[src/rtl/alarm_pkg.sv]
package alarm_pkg;
  localparam int NUM_FIELDS = 6;
  localparam int TIME_FW    = 7;
  localparam int ALARM_FW   = 8;
  localparam int TIME_W     = NUM_FIELDS * TIME_FW;
  localparam int ALARM_W    = NUM_FIELDS * ALARM_FW;

  typedef enum logic [2:0] {
    FLD_SEC   = 3'd0,
    FLD_MIN   = 3'd1,
    FLD_HOUR  = 3'd2,
    FLD_DATE  = 3'd3,
    FLD_MONTH = 3'd4,
    FLD_DOW   = 3'd5
  } field_idx_e;
endpackage

[src/rtl/alarm_field_cmp.sv]
module alarm_field_cmp #(
  parameter int VAL_W = 7
) (
  input  logic [VAL_W:0]   alarm_f,
  input  logic [VAL_W-1:0] now_f,
  output logic             enabled,
  output logic             agrees
);
  // A disabled field always agrees, so it drops out of the AND
  always_comb begin
    enabled = alarm_f[VAL_W];
    agrees  = !enabled || (alarm_f[VAL_W-1:0] == now_f);
  end
endmodule

[src/rtl/alarm_pulse_timer.sv]
module alarm_pulse_timer #(
  parameter int PULSE_TICKS = 16
) (
  input  logic clk,
  input  logic rst_n,
  input  logic load,
  input  logic tick,
  input  logic flush,
  output logic active
);
  localparam int CW = $clog2(PULSE_TICKS + 1);
  localparam logic [CW-1:0] FULL = CW'(PULSE_TICKS);

  logic [CW-1:0] cnt;

  always_ff @(posedge clk) begin
    if (!rst_n || flush) cnt <= '0;
    else if (load) cnt <= FULL;
    else if (tick && cnt != '0) cnt <= cnt - 1'b1;
  end

  assign active = (cnt != '0);

  AST_RELOAD_FULL: assert property (@(posedge clk) disable iff (!rst_n)
    (load && !flush) |=> (cnt == FULL));

  AST_CNT_BOUND: assert property (@(posedge clk) disable iff (!rst_n)
    cnt <= FULL);
endmodule

[src/rtl/alarm_match_unit.sv]
module alarm_match_unit
  import alarm_pkg::*;
#(
  parameter int PULSE_TICKS = 16
) (
  input  logic               clk,
  input  logic               rst_n,
  input  logic               sec_tick,
  input  logic               fast_tick,
  input  logic [TIME_W-1:0]  now_time,
  input  logic [ALARM_W-1:0] alarm_regs,
  input  logic               pulse_mode,
  input  logic               auto_clr,
  input  logic               fout_en,
  input  logic               on_battery,
  input  logic               batt_alarm_en,
  input  logic               status_rd,
  input  logic               status_clr,
  output logic               irq_n,
  output logic               alarm_flag
);
  logic [NUM_FIELDS-1:0] fld_en;
  logic [NUM_FIELDS-1:0] fld_ok;

  for (genvar k = 0; k < NUM_FIELDS; k++) begin : g_field
    alarm_field_cmp #(.VAL_W(TIME_FW)) u_cmp (
      .alarm_f (alarm_regs[k*ALARM_FW +: ALARM_FW]),
      .now_f   (now_time[k*TIME_FW +: TIME_FW]),
      .enabled (fld_en[k]),
      .agrees  (fld_ok[k])
    );
  end

  logic suppressed;
  logic hit;
  logic clr_req;
  logic status_q;
  logic pulse_active;

  always_comb begin
    suppressed = fout_en || (on_battery && !batt_alarm_en);
    hit        = sec_tick && (|fld_en) && (&fld_ok) && !suppressed;
    clr_req    = status_clr || (status_rd && auto_clr);
  end

  // The set has priority over a clear in the same cycle
  always_ff @(posedge clk) begin
    if (!rst_n) status_q <= 1'b0;
    else if (hit) status_q <= 1'b1;
    else if (clr_req) status_q <= 1'b0;
  end

  alarm_pulse_timer #(.PULSE_TICKS(PULSE_TICKS)) u_pulse (
    .clk    (clk),
    .rst_n  (rst_n),
    .load   (hit && pulse_mode),
    .tick   (fast_tick),
    .flush  (!pulse_mode || suppressed),
    .active (pulse_active)
  );

  always_comb begin
    alarm_flag = status_q;
    irq_n      = !((pulse_mode ? pulse_active : status_q) && !suppressed);
  end

  AST_RISE_ON_TICK: assert property (@(posedge clk) disable iff (!rst_n)
    $rose(status_q) |-> $past(sec_tick));

  AST_NO_EN_NO_FIRE: assert property (@(posedge clk) disable iff (!rst_n)
    (!status_q && !(|fld_en)) |=> !status_q);

  AST_SUPPRESS_HOLD: assert property (@(posedge clk) disable iff (!rst_n)
    (!status_q && suppressed) |=> !status_q);

  AST_CLEAR_WORKS: assert property (@(posedge clk) disable iff (!rst_n)
    (status_clr && !hit) |=> !status_q);
endmodule

[config.mk]
export PLATFORM = sky130hd
export DESIGN_NAME = alarm_match_unit
export DESIGN_NICKNAME = d
export VERILOG_FILES = /design/src/rtl/alarm_pkg.sv /design/src/rtl/alarm_field_cmp.sv /design/src/rtl/alarm_pulse_timer.sv /design/src/rtl/alarm_match_unit.sv
export SDC_FILE = /design/constraint.sdc
export NUM_CORES = 1
export LEC_CHECK = 0
export ABC_AREA = 1
export BUFFER_PORTS_ARGS = -buffer_cell sky130_fd_sc_hd__clkbuf_2
export CAP_MARGIN = 20
export CORE_MARGIN = 2
export CORE_UTILIZATION = 40
export CTS_BUF_LIST = sky130_fd_sc_hd__clkbuf_8
export CTS_CLUSTER_DIAMETER = 200
export CTS_CLUSTER_SIZE = 25
export DETAILED_ROUTE_END_ITERATION = 8
export HOLD_SLACK_MARGIN = 0.06
export PLACE_DENSITY_LB_ADDON = 0.08
export SYNTH_ARGS = -nofsm -noshare
export SYNTH_HDL_FRONTEND = slang
export SYNTH_HIERARCHICAL = 1
export SYNTH_SLANG_ARGS = --single-unit
[constraint.sdc]
create_clock -name clk -period 1.6 [get_ports clk]
set_input_delay 0 -clock clk [delete_from_list [all_inputs] [get_ports clk]]
set_output_delay 0 -clock clk [all_outputs]
set_load 0.05 [all_outputs]
Yosys cells after proc, flatten, opt, wreduce, memory -nomap -nowiden
Index checks and enable logic that the tools add are counted.
- output and inout port bits: 2
- logic and storage cells: 50
- register bits after elaboration: 6
- input bits: 101
- reduce and logical (&&, ||, !) cells: 35
- add/subtract/negate cells: 1
- muxes and demuxes: 5
- equality and inequality tests: 6
- operators by type and width (operator ; number):
    7-bit == test ; 6
    1-bit zero test ; 11
    1-bit logical OR ; 10
    5-bit 2-to-1 mux ; 2
    1-bit logical AND ; 8
    6-bit AND reduction ; 1
    6-bit OR reduction ; 1
    5-bit nonzero test ; 1
    5-bit by 1-bit subtractor with 5-bit output (second input constant) ; 1
    2-bit nonzero test ; 2
    1-bit 2-to-1 mux ; 3
    2-bit OR reduction ; 1

Logic depth before layout (Yosys ltp)
Gate-level depths: netlist of the first run.
- depth in word-level cells: 7
- depth in mapped cells: 14

Cells and area by module
Netlist of the first run, hierarchy kept.
- modules (own cells, without submodules) (module ; area each (sq um) ; instances ; cells an instance):
    alarm_field_cmp ; 145.1 ; 6 ; 35
    alarm_pulse_timer ; 290.3 ; 1 ; 38
    alarm_match_unit ; 155.1 ; 1 ; 27

Least setup slack after synthesis of the first run
No wires, ideal clock.
- kind: input-to-reg
- start point: input port now_time[40]
- end point: register u_pulse.cnt[2]
- data required time: 1.482 ns
- arrival time: 1.039 ns
- stages on the path: 11
- buffers on the path: 0
- path slack: 0.442 ns
- library setup time: 0.118 ns
- path through: xnor2_1 > nand2_1 > nor2_1 > nand2_1 > nand2_1 > nand3_2 > nor2_4 > nand3_2 > nor2_1 > nor3_4 > a21boi_2
- longest elaborated chain between the ends: 7
- RTL lines (element ; RTL line ; RTL):
    start: declaration ; alarm_match_unit.sv:10 ; input logic [TIME_W-1:0] now_time,
    7-bit == test ; alarm_field_cmp.sv:12 ; agrees = !enabled || (alarm_f[VAL_W-1:0] == now_f);
    1-bit logical OR ; alarm_field_cmp.sv:12 ;
    named net fld_ok[5] ; alarm_match_unit.sv:23 ; logic [NUM_FIELDS-1:0] fld_ok;
    6-bit AND reduction ; alarm_match_unit.sv:42 ; hit = sec_tick && (|fld_en) && (&fld_ok) && !suppressed;
    1-bit logical AND (2 in series) ; alarm_match_unit.sv:42 ;
    1-bit logical AND ; alarm_match_unit.sv:56 ; .load (hit && pulse_mode),
    2-bit OR reduction (no line) ; -- ;
    end signal: assignment ; alarm_pulse_timer.sv:19 ; else if (tick && cnt != '0) cnt <= cnt - 1'b1;
    end: declaration ; alarm_pulse_timer.sv:14 ; logic [CW-1:0] cnt;
The timed path passes the listed nets, and every way through them passes these cells.
A chain may end at the register's enable or synchronous reset.

Worst setup path after layout of the first run
- start point: register u_pulse.cnt[0]
- end point: output port irq_n
- longest elaborated chain between the ends: 4
- RTL lines (element ; RTL line ; RTL):
    5-bit nonzero test ; alarm_pulse_timer.sv:22 ; assign active = (cnt != '0);
    named net pulse_active ; alarm_match_unit.sv:38 ; logic pulse_active;
    1-bit 2-to-1 mux ; alarm_match_unit.sv:64 ; irq_n = !((pulse_mode ? pulse_active : status_q) && !suppressed);
    1-bit logical AND ; alarm_match_unit.sv:64 ;
    1-bit zero test ; alarm_match_unit.sv:64 ;
    end: declaration ; alarm_match_unit.sv:19 ; output logic irq_n,
The timed path passes the listed nets, and every way through them passes these cells.

==> results of run 1 <==
-- worst min-delay path by stage --
stage	endpoint	slack (ns)	cells past startpoint
final	u_pulse/cnt[2]$_SDFFE_PP0P_	0.11	3
after global routing	u_pulse/cnt[2]$_SDFFE_PP0P_	0.13	3
after CTS	u_pulse/cnt[2]$_SDFFE_PP0P_	0.11	3
after detailed placement	alarm_flag$_SDFFE_PN0P_	0.23	3
after global placement	alarm_flag$_SDFFE_PN0P_	0.23	3
after floorplan	alarm_flag$_SDFFE_PN0P_	0.12	2
-- routing by layer --
layer / up-vias / share of wire [%]
li1: 975 / -
met1: 645 / 40
met2: 54 / 49
met3: 4 / 9.8
met4: 0 / 1.4
met5: - / 0
-- power by group --
group | internal (mW) | total [mW] | switching [mW]
registers | 0.151 | 0.151 | 0.0000458
clock network | 0.162 | 0.228 | 0.0665
logic | 0.162 | 0.305 | 0.143
-- critical path, stage by stage, from the launching register on --
cell and delay [ns]:
sky130_fd_sc_hd__dfxtp_1 0.31, sky130_fd_sc_hd__inv_1 0.07, sky130_fd_sc_hd__ha_1 0.24, sky130_fd_sc_hd__nand3b_4 0.12, sky130_fd_sc_hd__nand2_1 0.08, sky130_fd_sc_hd__nand2_1 0.05, sky130_fd_sc_hd__nand2_1 0.06, sky130_fd_sc_hd__clkbuf_2 0.27
-- metrics by stage --
stage,cell area [sq um],instances,setup WS (ns)
after floorplan,1320,275,0.442
after global placement,1840,415,0.233
after detailed placement,1840,415,0.216
after CTS,1900,420,0.155
after global routing,1900,420,0.0787
final,1900,420,0.163
-- logic make-up after synthesis --
logic type	count (synthesis)
buf+inv	79
flops	6
xor+xnor	13
simple gates	171
fa+ha+maj	1
compound gates	5
-- state kept, by name, indices dropped and copies added (netlist names) --
signal	cells
u_pulse/cnt	5
alarm_flag	1
-- layout make-up --
class                   count  area, sq um
flip-flops and latches      6          120
clock buffers               3         41.3
multi-input cells         190          877
repair buffers            104          531
well taps                  44         55.1
inverters                  73          274
fillers                   357         1200
-- cells in the mapped netlist --
library cell	instances	area [sq um]
sky130_fd_sc_hd__nand2_1	132	495
sky130_fd_sc_hd__inv_1	73	274
sky130_fd_sc_hd__nor2_1	22	82.6
sky130_fd_sc_hd__xor2_1	7	61.3
sky130_fd_sc_hd__buf_4	6	45.0
sky130_fd_sc_hd__dfxtp_1	6	120
sky130_fd_sc_hd__xnor2_1	6	52.6
sky130_fd_sc_hd__nand3_1	4	20.0
sky130_fd_sc_hd__nand2_2	3	18.8
sky130_fd_sc_hd__nand3_2	2	20.0
sky130_fd_sc_hd__nor2_2	2	12.5
sky130_fd_sc_hd__o21ai_0	2	10.0
sky130_fd_sc_hd__a21boi_2	1	11.3
sky130_fd_sc_hd__a21oi_1	1	5.00
sky130_fd_sc_hd__a21oi_2	1	8.76
sky130_fd_sc_hd__ha_1	1	12.5
sky130_fd_sc_hd__nand3b_1	1	7.51
sky130_fd_sc_hd__nand3b_4	1	20.0
sky130_fd_sc_hd__nand4_1	1	6.26
sky130_fd_sc_hd__nor2_4	1	11.3
sky130_fd_sc_hd__nor3_1	1	5.00
sky130_fd_sc_hd__nor3_4	1	16.3
==> load_flow_metrics.sql, run 1 <==
INSERT INTO impl_metrics (metric_group, metric, value, unit) VALUES
('place', 'dpl_wire_length', '2.85', 'mm'),
('final_layout', 'mostFrequentLayoutCell', 'sky130_fd_sc_hd__nand2_1', ''),
('place', 'gp_congestion', '0.810', ''),
('global_route', 'gr-max-usage-layer', 'met2', ''),
('sta', 'worst-slew-pin-transition', '0.280', 'ns'),
('worst_hold_path', 'holdCritPathClass', 'in -> reg', ''),
('clock_tree', 'tritoncts', 'built', ''),
('setup_path', 'critPathCaptureType', 'output pin', ''),
('sta', 'timing.final.hold_violations', '0', ''),
('sta', 'fin_hold_ws', '0.113', 'ns'),
('final_layout', 'diodes', '0', ''),
('sta', 'setup-tns-final', '0', 'ns'),
('clock_tree', 'h-tree-depth', '1', ''),
('setup_path', 'top_fanout_value_on_the_critical_path', '5', ''),
('clock_tree', 'cts_sinks', '6', ''),
('global_route', 'first_global_vias', '1390', ''),
('setup_path', 'regToRegSetupSlack', '0.41', 'ns'),
('die', 'coreArea', '3100', 'sq um'),
('setup_path', 'r2r_end', 'alarm_flag$_SDFFE_PN0P_', ''),
('setup_path', 'setup.worst_path.class', 'reg -> out', ''),
('detailed_routing', 'routed_wl', '2.98', 'mm'),
('synthesis', 'synthCells', '275', ''),
('final_layout', 'post_route_cells_drive_above_1_share', '31.1', '%'),
('setup_path', 'critical_r2r_launch', 'alarm_flag$_SDFFE_PN0P_', ''),
('detailed_routing', 'drt-pass1-iter-count', '4', ''),
('global_route', 'grt.met3_usage', '4.62', '%'),
('outcome', 'run_status', 'finished clean', ''),
('die', 'starting_density_of_the_core', '42.4', '%'),
('synthesis', 'synth_cell_types', '22', ''),
('global_route', 'antenna_violations_before_repair', '0', ''),
('clock_tree', 'clock_tree.root_cell', 'sky130_fd_sc_hd__clkbuf_8', ''),
('sta', 'fin_skew', '0.000800', 'ns'),
('clock_tree', 'ctsLongestPathBuffers', '2', ''),
('sta', 'finalWorstPathRequiredPeriod', '1.44', 'ns'),
('place', 'buffer_ports.inserted', '102', ''),
('sta', 'fmax', '0.696', 'GHz'),
('global_route', 'grtUsageMet2', '29.5', '%'),
('sta', 'relSlewSlack', '81.4', '%'),
('synthesis', 'synthSimpleGateAreaFrac', '54.4', '%'),
('sta', 'fin_crit_sh', '89.8', '%'),
('synthesis', 'synthAdderAreaFrac', '0.951', '%'),
('synthesis', 'synth_top_family_by_area', 'simple AND/OR/NAND/NOR gates', ''),
('setup_path', 'cp.required', '1.60', 'ns'),
('detailed_routing', 'routed_wire_length_per_instance', '7.10', 'microns'),
('final_layout', 'final_cell_mix', 'sky130_fd_sc_hd__nand2_1, sky130_fd_sc_hd__clkbuf_2, sky130_fd_sc_hd__inv_1', ''),
('final_layout', 'finalCoreUtilization', '61.2', '%'),
('detailed_routing', 'drc', '0', ''),
('clock_tree', 'cts-buffers-inserted', '3', ''),
('synthesis', 'synthesized_net_count', '377', ''),
('power', 'report.power.total', '0.684', 'mW'),
('global_route', 'track_usage', '16.2', '%'),
('clock_tree', 'postCtsSetupBuffers', '0', ''),
('job', 'max_cap_violations', '0', ''),
('synthesis', 'synth_compound_gate_area_share', '2.66', '%'),
('detailed_routing', 'detail_route.iter0.violations', '41', ''),
('setup_path', 'worstSetupStartpointType', 'register', ''),
('setup_path', 'worst_setup_path_startpoint', 'u_pulse/cnt[0]$_SDFFE_PP0P_', ''),
('final_layout', 'layout_net_count', '480', ''),
('setup_path', 'worstPathArrival', '1.44', 'ns'),
('global_route', 'grt_first_pass_wirelength', '4.77', 'mm'),
('power', 'max-vdd-ir-drop', '0.000221', 'V'),
('setup_path', 'cp-endpoint', 'irq_n', ''),
('sta', 'report.final.slew_viol_count', '0', ''),
('power', 'power.density', '360', 'nW/um^2'),
('die', 'floorplan.die_area', '3770', 'sq um'),
('synthesis', 'synth_area_per_cell', '4.79', 'sq um'),
('setup_path', 'worstRegToRegCells', '3', ''),
('power', 'static-leakage-power', '1.34', 'nW'),
('synthesis', 'register_bit_total_from_synthesis', '6', ''),
('synthesis', 'synth_area', '1320', 'sq um'),
('synthesis', 'synthMuxAreaShare', '0', '%');
No activity file was read; power rests on OpenSTA's default activity.
==> inputs of run 2 (changes only) <==
BUFFER_PORTS_ARGS = default   (was -buffer_cell sky130_fd_sc_hd__clkbuf_2)
CORE_MARGIN = default   (was 2)
DONT_BUFFER_PORTS = 1   (was default)
==> run 2 against run 1 <==
Via count decreased by 20%. Final area decreased by 25%. Utilization decreased by 15 points. Wire length decreased by 15%. Count of clock-buffer cells in the layout unchanged. Fmax decreased by 1.4%. Clock power decreased by 2%. Sequential power about the same. Setup slack got worse by 0.020 ns. Critical endpoint unchanged. Largest cell class unchanged.
==> load_flow_metrics.sql, run 2 (synthesized netlist as in run 1, its figures left out) <==
INSERT INTO impl_metrics (metric_group, metric, value, unit) VALUES
('final_layout', 'largest_register_ffs', '5', ''),
('sta', 'fmax', '0.686', 'GHz'),
('detailed_routing', 'routed-via-count', '1337', ''),
('die', 'i_o_pin_cnt', '103', ''),
('sta', 'relSlewSlack', '68.9', '%'),
('place', 'gp_congestion', '0.706', ''),
('global_route', 'antenna_violations_before_repair', '0', ''),
('sta', 'worst-slew-pin-transition', '0.466', 'ns'),
('global_route', 'grt_start_max_net_pins', '6', ''),
('sta', 'finalWorstPathRequiredPeriod', '1.46', 'ns'),
('clock_tree', 'cts_sinks', '6', ''),
('place', 'buffer_ports.inserted', '0', ''),
('sta', 'rsz_0062_raised_after_global_routing', 'false', ''),
('setup_path', 'worst_path_largest_cell_delay', '0.35', 'ns'),
('final_layout', 'area_taken_by_flip_flops_and_latches', '120', 'sq um'),
('die', 'coreArea', '3080', 'sq um'),
('setup_path', 'worst_setup_path_startpoint', 'u_pulse/cnt[0]$_SDFFE_PP0P_', ''),
('setup_path', 'path_delay_family', 'simple AND/OR/NAND/NOR gates', ''),
('clock_tree', 'h-tree-depth', '1', ''),
('sta', 'final-setup-viol-count', '0', ''),
('final_layout', 'diodes', '0', ''),
('global_route', 'first_global_vias', '1183', ''),
('detailed_routing', 'drc', '0', ''),
('clock_tree', 'insertion_delay', '0.22', 'ns'),
('sta', 'report.final.slew_viol_count', '0', ''),
('power', 'max-vdd-ir-drop', '0.000187', 'V'),
('setup_path', 'setup.worst_path.class', 'reg -> out', ''),
('final_layout', 'final_cell_mix', 'sky130_fd_sc_hd__nand2_1, sky130_fd_sc_hd__inv_1, sky130_fd_sc_hd__nor2_1', ''),
('die', 'die-height', '59.4', 'microns'),
('place', 'dpl_wire_length', '2.33', 'mm'),
('clock_tree', 'postCtsSetupBuffers', '0', ''),
('setup_path', 'worstPathArrival', '1.46', 'ns'),
('final_layout', 'max_flop_register', 'u_pulse/cnt', ''),
('clock_tree', 'cts-buffers-inserted', '3', ''),
('clock_tree', 'cts.repair.resized', '0', ''),
('sta', 'fin_hold_ws', '0.0609', 'ns'),
('detailed_routing', 'route.detailed.vias_per_inst', '4.17', ''),
('setup_path', 'critical_r2r_launch', 'alarm_flag$_SDFFE_PN0P_', ''),
('setup_path', 'critical_path.cell_chain', 'inv_1, ha_1, nand3b_4, nand2_1, nand2_1, nand2_1', ''),
('power', 'power.density', '384', 'nW/um^2'),
('clock_tree', 'cts_hold_buf', '4', ''),
('clock_tree', 'clock_pin_slew_reported_for_the_worst_setup_and_hold_paths_after_clock_tree_synthesis', '0.03', 'ns'),
('sta', 'setup-tns-final', '0', 'ns'),
('worst_hold_path', 'holdCritPathClass', 'in -> reg', ''),
('final_layout', 'layout-area-overhead-vs-synth', '7.51', '%'),
('detailed_routing', 'routed_wl', '2.52', 'mm'),
('final_layout', 'multiInputGateArea', '877', 'sq um'),
('die', 'floorplan.die_area', '3520', 'sq um'),
('worst_hold_path', 'hold_path.startpoint', 'fast_tick', ''),
('final_layout', 'layout_net_count', '381', ''),
('detailed_routing', 'detail-route-antenna-nets', '0', ''),
('setup_path', 'worstSetupStartpointType', 'register', ''),
('setup_path', 'cpMostUsedCell', 'sky130_fd_sc_hd__nand2_1', ''),
('setup_path', 'critical_path.slowest_cell', 'sky130_fd_sc_hd__nand2_1', ''),
('sta', 'timing.final.hold_violations', '0', ''),
('detailed_routing', 'detail_route.iter0.violations', '42', ''),
('detailed_routing', 'drt-pass1-iter-count', '4', ''),
('global_route', 'grt-ovfl-total', '0', ''),
('clock_tree', 'clock_tree.root_cell', 'sky130_fd_sc_hd__clkbuf_8', ''),
('clock_tree', 'tritoncts', 'built', ''),
('setup_path', 'critPathCaptureType', 'output pin', ''),
('die', 'starting_density_of_the_core', '42.8', '%'),
('global_route', 'grt_first_pass_wirelength', '4.24', 'mm'),
('setup_path', 'top_fanout_value_on_the_critical_path', '5', ''),
('final_layout', 'fillerInstances', '369', ''),
('clock_tree', 'ctsLongestPathBuffers', '2', ''),
('setup_path', 'cp.required', '1.60', 'ns'),
('sta', 'fin_skew', '0.000256', 'ns'),
('job', 'max_cap_violations', '0', ''),
('detailed_routing', 'routed_wire_length_per_instance', '7.85', 'microns'),
('outcome', 'run_status', 'finished clean', ''),
('power', 'static-leakage-power', '0.932', 'nW'),
('final_layout', 'post_route_cells_drive_above_1_share', '5.78', '%'),
('global_route', 'track_usage', '15.2', '%'),
('setup_path', 'combined_buffer_and_inverter_count_along_the_critical_path', '1', ''),
('sta', 'fin_crit_sh', '91.1', '%'),
('final_layout', 'mostFrequentLayoutCell', 'sky130_fd_sc_hd__nand2_1', ''),
('die', 'std_cell_rows', '20', ''),
('die', 'die_width', '59.4', 'microns');
[run 2: worst paths after layout]
| path | to | slack [ns] | depth (start not counted) |
|---|---|---|---|
| worst min register to register | u_pulse/cnt[1]$_SDFFE_PP0P_ | 0.47 | 2 |
| worst max register to register | alarm_flag$_SDFFE_PN0P_ | 0.41 | 3 |
| worst min-delay path | u_pulse/cnt[4]$_SDFFE_PP0P_ | 0.06 | 3 |
| worst max-delay path | irq_n | 0.14 | 6 |
[run 2: routing by layer]
metal	wire, microns	part of all wire, %	global-route usage, %
met3	298	12	5.46
met1	1070	42	17.3
met5	0	0	0
met2	1120	44	26.8
met4	38	1.5	3.74
[run 2: report_power, final]
| group | switching (mW) | total, mW | internal [mW] |
|---|---|---|---|
| Sequential | 0.0000481 | 0.151 | 0.151 |
| Combinational | 0.0866 | 0.170 | 0.0831 |
| Clock | 0.0613 | 0.223 | 0.161 |
[run 2: area by class of cell]
type	count	area share (%)
clock buffer	3	2.92
multi-input combinational	190	62.0
inverter	73	19.4
timing repair buffer	5	3.36
tap	44	3.89
sequential	6	8.49
[run 2: tightest hold or removal path, stage by stage]
cell                      delay, ns
sky130_fd_sc_hd__nand3_1       0.06
sky130_fd_sc_hd__a21oi_1       0.06
sky130_fd_sc_hd__nor3_1        0.11
[run 2: per-stage QoR]
stage / util, % / worst slack (ns) / cell area (sq um) / power, mW / std cells
floorplan: - / 0.442 / 1320 / 0.310 / 275
global placement: 43.3 / 0.335 / 1330 / 0.316 / 314
detailed placement: 43.3 / 0.294 / 1330 / 0.317 / 314
CTS: 46.0 / 0.135 / 1420 / 0.552 / 321
global route: 46.0 / 0.0364 / 1420 / 0.594 / 321
finish: 46.0 / 0.143 / 1420 / 0.543 / 321
==> inputs of run 3 (changes only) <==
PLACE_DENSITY_LB_ADDON = default   (was 0.08)
==> run 3 against run 2 <==
Final area unchanged. Setup slack about the same. Clock power about the same. Register-to-register slack worse by 0.03 ns. Critical path depth unchanged. Sequential power is essentially flat. Count of clock-buffer cells in the layout unchanged. Clock skew rose by 0.0028 ns. Power up 0.45%. Via count up 0.30%. Non-clock buffer count unchanged. Die area unchanged. Critical path type unchanged. Critical endpoint unchanged.
==> load_flow_metrics.sql, run 3 (synthesized netlist as in run 1, its figures left out) <==
INSERT INTO impl_metrics (metric_group, metric, value, unit) VALUES
('clock_tree', 'insertion_delay', '0.22', 'ns'),
('clock_tree', 'h-tree-depth', '1', ''),
('sta', 'relSlewSlack', '69.4', '%'),
('worst_hold_path', 'holdCritPathClass', 'in -> reg', ''),
('final_layout', 'layout-area-overhead-vs-synth', '7.51', '%'),
('power', 'power.density', '385', 'nW/um^2'),
('die', 'die_width', '59.4', 'microns'),
('global_route', 'antenna_violations_before_repair', '0', ''),
('sta', 'fmax', '0.686', 'GHz'),
('die', 'std_cell_rows', '20', ''),
('sta', 'setup-tns-final', '0', 'ns'),
('setup_path', 'critical_path.cell_chain', 'inv_1, ha_1, nand3b_4, nand2_1, nand2_1, nand2_1', ''),
('setup_path', 'worst_path_largest_cell_delay', '0.35', 'ns'),
('outcome', 'run_status', 'finished clean', ''),
('clock_tree', 'cts_hold_buf', '4', ''),
('sta', 'fin_skew', '0.00304', 'ns'),
('global_route', 'first_global_vias', '1231', ''),
('detailed_routing', 'routed-via-count', '1341', ''),
('global_route', 'grt_start_max_net_pins', '6', ''),
('die', 'coreArea', '3080', 'sq um'),
('clock_tree', 'ctsLongestPathBuffers', '2', ''),
('worst_hold_path', 'holdPathStages', '3', ''),
('setup_path', 'crit_cells', '6', ''),
('final_layout', 'finalCoreUtilization', '46.0', '%'),
('sta', 'fin_crit_sh', '91.0', '%'),
('final_layout', 'max_flop_register', 'u_pulse/cnt', ''),
('setup_path', 'cp.required', '1.60', 'ns'),
('die', 'die-height', '59.4', 'microns'),
('detailed_routing', 'route.detailed.vias_per_inst', '4.18', ''),
('final_layout', 'finalInstanceArea', '1420', 'sq um'),
('clock_tree', 'postCtsSetupBuffers', '0', ''),
('clock_tree', 'tritoncts', 'built', ''),
('place', 'placed_cell_area', '1330', 'sq um'),
('detailed_routing', 'routed_wl', '2.48', 'mm'),
('final_layout', 'post_route_cells_drive_above_1_share', '5.78', '%'),
('global_route', 'track_usage', '15.4', '%'),
('detailed_routing', 'routed_wire_length_per_instance', '7.71', 'microns'),
('setup_path', 'regToRegSetupSlack', '0.38', 'ns'),
('setup_path', 'critical_path.slowest_cell', 'sky130_fd_sc_hd__nand2_1', ''),
('setup_path', 'setup.worst_path.class', 'reg -> out', ''),
('clock_tree', 'cts-buffers-inserted', '3', ''),
('sta', 'timing.final.hold_violations', '0', ''),
('global_route', 'grt_first_pass_wirelength', '4.33', 'mm'),
('die', 'starting_density_of_the_core', '42.8', '%'),
('final_layout', 'diodes', '0', ''),
('final_layout', 'fillerInstances', '371', ''),
('sta', 'rsz_0062_raised_after_global_routing', 'false', ''),
('place', 'gp_congestion', '0.705', ''),
('global_route', 'grt-ovfl-total', '0', ''),
('sta', 'report.final.slew_viol_count', '0', ''),
('setup_path', 'worstPathArrival', '1.46', 'ns'),
('place', 'dpl_wire_length', '2.29', 'mm'),
('clock_tree', 'cts.repair.resized', '0', ''),
('setup_path', 'cpMostUsedCell', 'sky130_fd_sc_hd__nand2_1', ''),
('setup_path', 'critPathCaptureType', 'output pin', ''),
('power', 'static-leakage-power', '0.932', 'nW'),
('die', 'i_o_pin_cnt', '103', ''),
('detailed_routing', 'detail-route-antenna-nets', '0', ''),
('setup_path', 'top_fanout_value_on_the_critical_path', '5', ''),
('setup_path', 'worstRegToRegCells', '3', ''),
('place', 'buffer_ports.inserted', '0', ''),
('final_layout', 'largest_register_ffs', '5', ''),
('detailed_routing', 'detail_route.iter0.violations', '58', ''),
('clock_tree', 'cts_sinks', '6', ''),
('job', 'max_cap_violations', '0', ''),
('setup_path', 'path_delay_family', 'simple AND/OR/NAND/NOR gates', ''),
('sta', 'final-setup-viol-count', '0', ''),
('final_layout', 'final_cell_mix', 'sky130_fd_sc_hd__nand2_1, sky130_fd_sc_hd__inv_1, sky130_fd_sc_hd__nor2_1', ''),
('clock_tree', 'clock_tree.root_cell', 'sky130_fd_sc_hd__clkbuf_8', ''),
('die', 'floorplan.die_area', '3520', 'sq um'),
('sta', 'worst-slew-pin-transition', '0.457', 'ns'),
('detailed_routing', 'drc', '0', ''),
('final_layout', 'layout_net_count', '381', ''),
('setup_path', 'worstSetupStartpointType', 'register', ''),
('detailed_routing', 'drt-pass1-iter-count', '3', ''),
('final_layout', 'mostFrequentLayoutCell', 'sky130_fd_sc_hd__nand2_1', ''),
('power', 'max-vdd-ir-drop', '0.000242', 'V'),
('clock_tree', 'clock_pin_slew_reported_for_the_worst_setup_and_hold_paths_after_clock_tree_synthesis', '0.04', 'ns'),
('setup_path', 'combined_buffer_and_inverter_count_along_the_critical_path', '1', ''),
('sta', 'finalWorstPathRequiredPeriod', '1.46', 'ns');
## run 3: cell counts in the layout (fill, tap and decap cells not counted)
No cell type changed its count.
## run 3: area by class of cell
cell class / instances / area, sq um / area share (%)
tap: 44 / 55.1 / 3.89
sequential: 6 / 120 / 8.49
multi-input combinational: 190 / 877 / 62.0
clock buffer: 3 / 41.3 / 2.92
inverter: 73 / 274 / 19.4
timing repair buffer: 5 / 47.5 / 3.36
## run 3: power breakdown
| part | total [mW] | switching (mW) | internal, mW | leakage (nW) |
|---|---|---|---|---|
| Clock | 0.225 | 0.0634 | 0.161 | 0.0216 |
| Combinational | 0.170 | 0.0868 | 0.0831 | 0.863 |
| Sequential | 0.151 | 0.0000462 | 0.151 | 0.0483 |
## run 3: path summary, 6_finish.rpt
check,start,end
max,u_pulse/cnt[0]$_SDFFE_PP0P_,irq_n
min reg2reg,u_pulse/cnt[1]$_SDFFE_PP0P_,u_pulse/cnt[1]$_SDFFE_PP0P_
min,fast_tick,u_pulse/cnt[4]$_SDFFE_PP0P_
max reg2reg,alarm_flag$_SDFFE_PN0P_,alarm_flag$_SDFFE_PN0P_
## run 3: per-stage QoR
step / hold slack [ns] / std cells / setup slack [ns] / power, mW
3_5_place_dp: 0.128 / 314 / 0.283 / 0.318
2_1_floorplan: 0.122 / 275 / 0.442 / 0.310
6_report: 0.0731 / 321 / 0.143 / 0.545
3_3_place_gp: 0.131 / 314 / 0.317 / 0.315
4_1_cts: 0.0730 / 321 / 0.133 / 0.555
5_1_grt: 0.103 / 321 / 0.0449 / 0.594
## run 3: layer usage
metal  vias up  wire, microns  track usage, %  share of wire, %
met2        54           1190            28.4                48
met5         -              0               0                 0
met4         0             44            7.14               1.8
met3         4            220            3.28               8.9
li1        768              -               -                 -
met1       515           1030            16.6                41
## run 3: worst register-to-register path, stage by stage, from the launching register on
cell and delay (ns):
sky130_fd_sc_hd__dfxtp_1 0.35, sky130_fd_sc_hd__nand3b_1 0.14, sky130_fd_sc_hd__a21oi_2 0.15, sky130_fd_sc_hd__dlygate4sd3_1 0.54
